File: src/rtl/sdram_mode_loader.sv
module sdram_mode_loader #(
  parameter int ADDR_W      = 13,
  parameter int BANK_W      = 2,
  parameter int NUM_BANKS   = 4,
  parameter int WAIT_CYCLES = 2
) (
  input  logic                 clk,
  input  logic                 rst_n,
  input  logic                 cmd_valid,
  input  logic                 cmd_mrs,
  input  logic [BANK_W-1:0]    cmd_ba,
  input  logic [ADDR_W-1:0]    cmd_addr,
  input  logic [NUM_BANKS-1:0] bank_open,
  input  logic                 burst_active,
  output logic                 ready,
  output logic                 load_err,
  output logic [3:0]           cfg_burst_len,
  output logic                 cfg_interleave,
  output logic                 cfg_cl_half,
  output logic                 dll_reset_pulse,
  output logic                 relock_advised
);

  localparam int CNT_W = $clog2(WAIT_CYCLES + 1) > 0 ? $clog2(WAIT_CYCLES + 1) : 1;
  localparam int OP_W  = ADDR_W - 7;

  logic [CNT_W-1:0] wait_cnt;
  logic [OP_W-1:0]  op_field;
  logic bl_ok, cl_ok, op_norm, op_dll, is_load, accept, reject;

  assign op_field = cmd_addr[ADDR_W-1:7];
  assign bl_ok    = (cmd_addr[2:0] == 3'b001) || (cmd_addr[2:0] == 3'b010) ||
                    (cmd_addr[2:0] == 3'b011);
  assign cl_ok    = (cmd_addr[6:4] == 3'b010) || (cmd_addr[6:4] == 3'b110);
  assign op_norm  = (op_field == '0);
  assign op_dll   = (op_field == OP_W'(2));
  assign is_load  = cmd_valid && cmd_mrs && (cmd_ba == '0);
  assign ready    = (wait_cnt == '0);
  assign accept   = ready && is_load && bl_ok && cl_ok && (op_norm || op_dll) &&
                    (bank_open == '0) && !burst_active;
  assign reject   = (cmd_valid && !ready) || (ready && is_load && !accept);

  always_ff @(posedge clk or negedge rst_n) begin
    if (!rst_n) begin
      wait_cnt        <= '0;
      load_err        <= 1'b0;
      cfg_burst_len   <= 4'd2;
      cfg_interleave  <= 1'b0;
      cfg_cl_half     <= 1'b0;
      dll_reset_pulse <= 1'b0;
      relock_advised  <= 1'b0;
    end else begin
      load_err        <= reject;
      dll_reset_pulse <= accept && op_dll;
      if (accept) begin
        wait_cnt       <= CNT_W'(WAIT_CYCLES);
        cfg_burst_len  <= 4'd1 << cmd_addr[1:0];
        cfg_interleave <= cmd_addr[3];
        cfg_cl_half    <= cmd_addr[6];
        relock_advised <= op_dll;
      end else if (!ready) begin
        wait_cnt <= wait_cnt - 1'b1;
      end
    end
  end

  p_wait_after_load_r7: assert property (@(posedge clk) disable iff (!rst_n)
    accept |=> !ready);

  p_cmd_in_wait_err_r8: assert property (@(posedge clk) disable iff (!rst_n)
    (cmd_valid && !ready) |=> load_err);

  p_dll_one_shot_r9: assert property (@(posedge clk) disable iff (!rst_n)
    dll_reset_pulse |=> !dll_reset_pulse);

  p_dll_sets_advice_r10: assert property (@(posedge clk) disable iff (!rst_n)
    dll_reset_pulse |-> relock_advised);

  p_bl_legal_r2: assert property (@(posedge clk) disable iff (!rst_n)
    (cfg_burst_len == 4'd2) || (cfg_burst_len == 4'd4) || (cfg_burst_len == 4'd8));

  p_change_when_idle_r6: assert property (@(posedge clk) disable iff (!rst_n)
    ((cfg_burst_len != $past(cfg_burst_len)) || (cfg_interleave != $past(cfg_interleave)) ||
     (cfg_cl_half != $past(cfg_cl_half)))
    |-> (($past(bank_open) == '0) && !$past(burst_active)));

  p_err_keeps_cfg_r3: assert property (@(posedge clk) disable iff (!rst_n)
    load_err |-> ((cfg_burst_len == $past(cfg_burst_len)) &&
                  (cfg_interleave == $past(cfg_interleave)) &&
                  (cfg_cl_half == $past(cfg_cl_half))));

endmodule

File: config.mk
export PLATFORM = sky130hd
export DESIGN_NAME = sdram_mode_loader
export DESIGN_NICKNAME = d
export VERILOG_FILES = /design/src/rtl/sdram_mode_loader.sv
export SDC_FILE = /design/constraint.sdc
export NUM_CORES = 1
export LEC_CHECK = 0
export CORE_MARGIN = 1
export CORE_UTILIZATION = 34
export CTS_BUF_LIST = sky130_fd_sc_hd__clkbuf_8 sky130_fd_sc_hd__clkbuf_16
export DETAILED_ROUTE_END_ITERATION = 8
export PLACE_DENSITY = 0.76
export REMOVE_ABC_BUFFERS = 1
export SLEW_MARGIN = 20
export SYNTH_ARGS = -nofsm -noshare
export SYNTH_HDL_FRONTEND = slang
export SYNTH_SLANG_ARGS = --single-unit
File: constraint.sdc
create_clock -name clk -period 1.7 [get_ports clk]
set_input_delay 0.17 -clock clk [delete_from_list [all_inputs] [get_ports clk]]
set_output_delay 0.17 -clock clk [all_outputs]
set_load 0.01 [all_outputs]
==> run_results.csv <==
group,metric,value,unit
setup_path,cp.arrival,1740,ps
clocking,clk_pin_slew,50,ps
floorplan,die_area,0.00170,mm²
setup_path,r2r-start,"wait_cnt[0]$_DFFE_PN0P_",
setup_path,cpMaxStageDelayCell,"clkdlybuf4s50_1",
detailed_routing,drcViolationCount,0,
cells_and_area,mostFrequentLayoutCell,"clkdlybuf4s50_1",
detailed_routing,drt_iter0_markers,1,
synthesis,syn-instance-count,41,
setup_path,critPathMaxFanout,10,
status,run_status,"complete, no violations",
power,power_density,833,mW/mm²
setup_path,start_kind,"input pin",
clocking,clk_path_buf_depth,2,
sta,fin_ws,78.3,ps
setup_path,r2r_cells,6,
setup_path,cp-startpoint,"cmd_addr[7]",
sta,slew_violations,0,
cells_and_area,nNetsFinal,110,
cells_and_area,post-route-util,72.0,%
sta,grt_setup_unrepaired,"false",
setup_path,required,1820,ps
sta,setup_violations,0,
setup_path,critical_path.top_delay_family,"buffers and inverters",
floorplan,core-area,0.00137,mm²
sta,finalHoldViolCount,0,
floorplan,initial_utilization,38.4,%
setup_path,reg2reg_slack,130,ps
detailed_routing,drt-pass1-iter-count,2,
min_path,hold_class,"input pin to asynchronous set/reset pin",
cells_and_area,area_growth,87.6,%
floorplan,die_x,41.3,µm
global_routing,antenna_found_initial,0,
setup_path,endpoint,"cfg_interleave$_DFFE_PN0P_",
sta,tightestPinTransition,469,ps
global_routing,grt_pass1_vias,462,
cells_and_area,multi_input_comb_area,241,µm²
sta,timing.setup.tns,0,ps
clocking,cts_made_buffers,3,
setup_path,end_kind,"flip-flop",
clocking,ctsHtreeMaxLevel,1,
global_routing,grt_overflow,0,
power,p_leak,0.000463,µW
global_routing,grt_pass1_wl,1860,µm
setup_path,path_buf_inv,2,
sta,finalCritPeriodShare,95.4,%
clocking,cts_tree,"built",
cells_and_area,drive_gt1_share,26.2,%
setup_path,cp.depth,6,
setup_path,rr_endpoint,"cfg_interleave$_DFFE_PN0P_",
synthesis,yosys_register_bits,11,
synthesis,seq_area_frac_synth,52.7,%
sta,fin_crit,1620,ps
detailed_routing,via_per_inst,4.69,
synthesis,syn_area,524,µm²
power,ir_drop,0.536,mV
sta,finalClockSkew,1.25,ps
detailed_routing,wirelength,1240,µm
placement,place.gp.congestion,0.641,
detailed_routing,avgRoutedWirePerCell,12.6,µm
clocking,cts.sinks,11,
synthesis,synth_top_area_share,47.7,%
clocking,root_buffer,"clkbuf_8",
floorplan,fp.dieH,41.3,µm
synthesis,synth_cell_types,22,
synthesis,avgSynthCellArea,12.8,µm²
synthesis,ys_warn_count,0,
clocking,holdBufCountCts,0,
detailed_routing,antenna_violating_nets_post_route,0,
cells_and_area,final_cell_mix,"clkdlybuf4s50_1, dfrtp_1, mux2_2, buf_4, inv_1",
placement,hpwlAfterDp,1060,µm
setup_path,cpPeakStageDelay,460,ps
sta,relSlewSlack,68.6,%
cells_and_area,seq_area,277,µm²
setup_path,criticalPathCategory,"input pin to flip-flop",
job,drv_cap,0,
cells_and_area,diodes,0,
detailed_routing,via_count,464,
global_routing,track_usage,18.6,%
setup_path,crit_chain,"clkdlybuf4s50_1 > nor4b_4 > o211ai_2 > nor3_4 > buf_12 > mux2_2",
sta,fmax,0.617,GHz
synthesis,synth_top_cell_by_area,"dfrtp_1",
placement,portBuffers,33,
floorplan,num_io_pins,34,
synthesis,netlist_top_cells_area,"dfrtp_1, mux2_2, dfstp_2",
cells_and_area,n_fill_cell,110,
floorplan,core.rowCount,13,
placement,dp_slack,-247,ps
clocking,insertion_delay,240,ps
global_routing,grt_max_degree,12,
## synth_stat cells (all sizes together)
cell type / count
a21boi: 1
and2: 1
and2b: 1
dfrtp: 10
dfstp: 1
ha: 1
inv: 3
mux2: 5
mux2i: 2
nand2: 2
nand3: 1
nor2: 2
nor2b: 2
nor3: 2
nor3b: 1
nor4: 1
nor4b: 1
o211ai: 1
o21ai: 1
or2: 1
xor2: 1
## cells by family (layout without fill, tap and decap cells)
group	after synthesis	after routing	synth area share [%]
simple gates	15	15	21.7
xor+xnor	1	1	1.67
fa+ha+maj	1	1	2.39
mux	7	7	14.6
compound gates	3	3	4.77
flops	11	11	52.7
buf+inv	3	46	2.15
## flip-flops by register name, summed over array words and instances, names as in the netlist
signal,flops
wait_cnt,2
cfg_interleave,1
cfg_cl_half,1
dll_reset_pulse,1
relock_advised,1
cfg_burst_len,4
load_err,1
## cell type report
cell class,instances,area share [%]
timing repair buffer,39,39.7
sequential,11,28.1
multi-input combinational,27,24.6
clock buffer,3,4.20
tap,15,1.91
inverter,3,1.15
clock inverter,1,0.382
## metrics by stage
step	cell area (µm²)	hold slack, ps	std cells	power [µW]
after floorplan	524	-126	41	438
after global placement	923	493	94	570
after detailed placement	923	499	94	580
after CTS	968	279	98	838
after global routing	983	294	99	877
final	983	258	99	819
## worst min path at each step
stage                     slack (ps)                      endpoint  cells after the start                          from
final                            260       wait_cnt[0]$_DFFE_PN0P_                      1                         rst_n
after global routing             290     dll_reset_pulse$_DFF_PN0_                      1                         rst_n
after CTS                        280    relock_advised$_DFFE_PN0P_                      1                         rst_n
after detailed placement         500    relock_advised$_DFFE_PN0P_                      1    relock_advised$_DFFE_PN0P_
after global placement           490  cfg_burst_len[0]$_DFFE_PN0P_                      1  cfg_burst_len[0]$_DFFE_PN0P_
after floorplan                 -130  cfg_burst_len[0]$_DFFE_PN0P_                      0                         rst_n
## where the power goes
group,switching (µW),internal (µW),total (µW)
clock,91.3,158,249
sequential,12.5,297,309
combinational,103,158,261
total,206,612,819
## repair_timing
action,CTS,global route
setup buffers,0,1
resized for setup,0,2
setup endpoints to repair,0,5
## layer usage
| metal | track usage, % | part of all wire (%) | vias to the layer above |
|---|---|---|---|
| li1 | - | - | 226 |
| met1 | 14.1 | 36 | 217 |
| met2 | 35.5 | 56 | 16 |
| met3 | 10.3 | 5.4 | 5 |
| met4 | 10.5 | 3.1 | 0 |
| met5 | 0 | 0 | - |
Power figures use the tool's default switching activity.
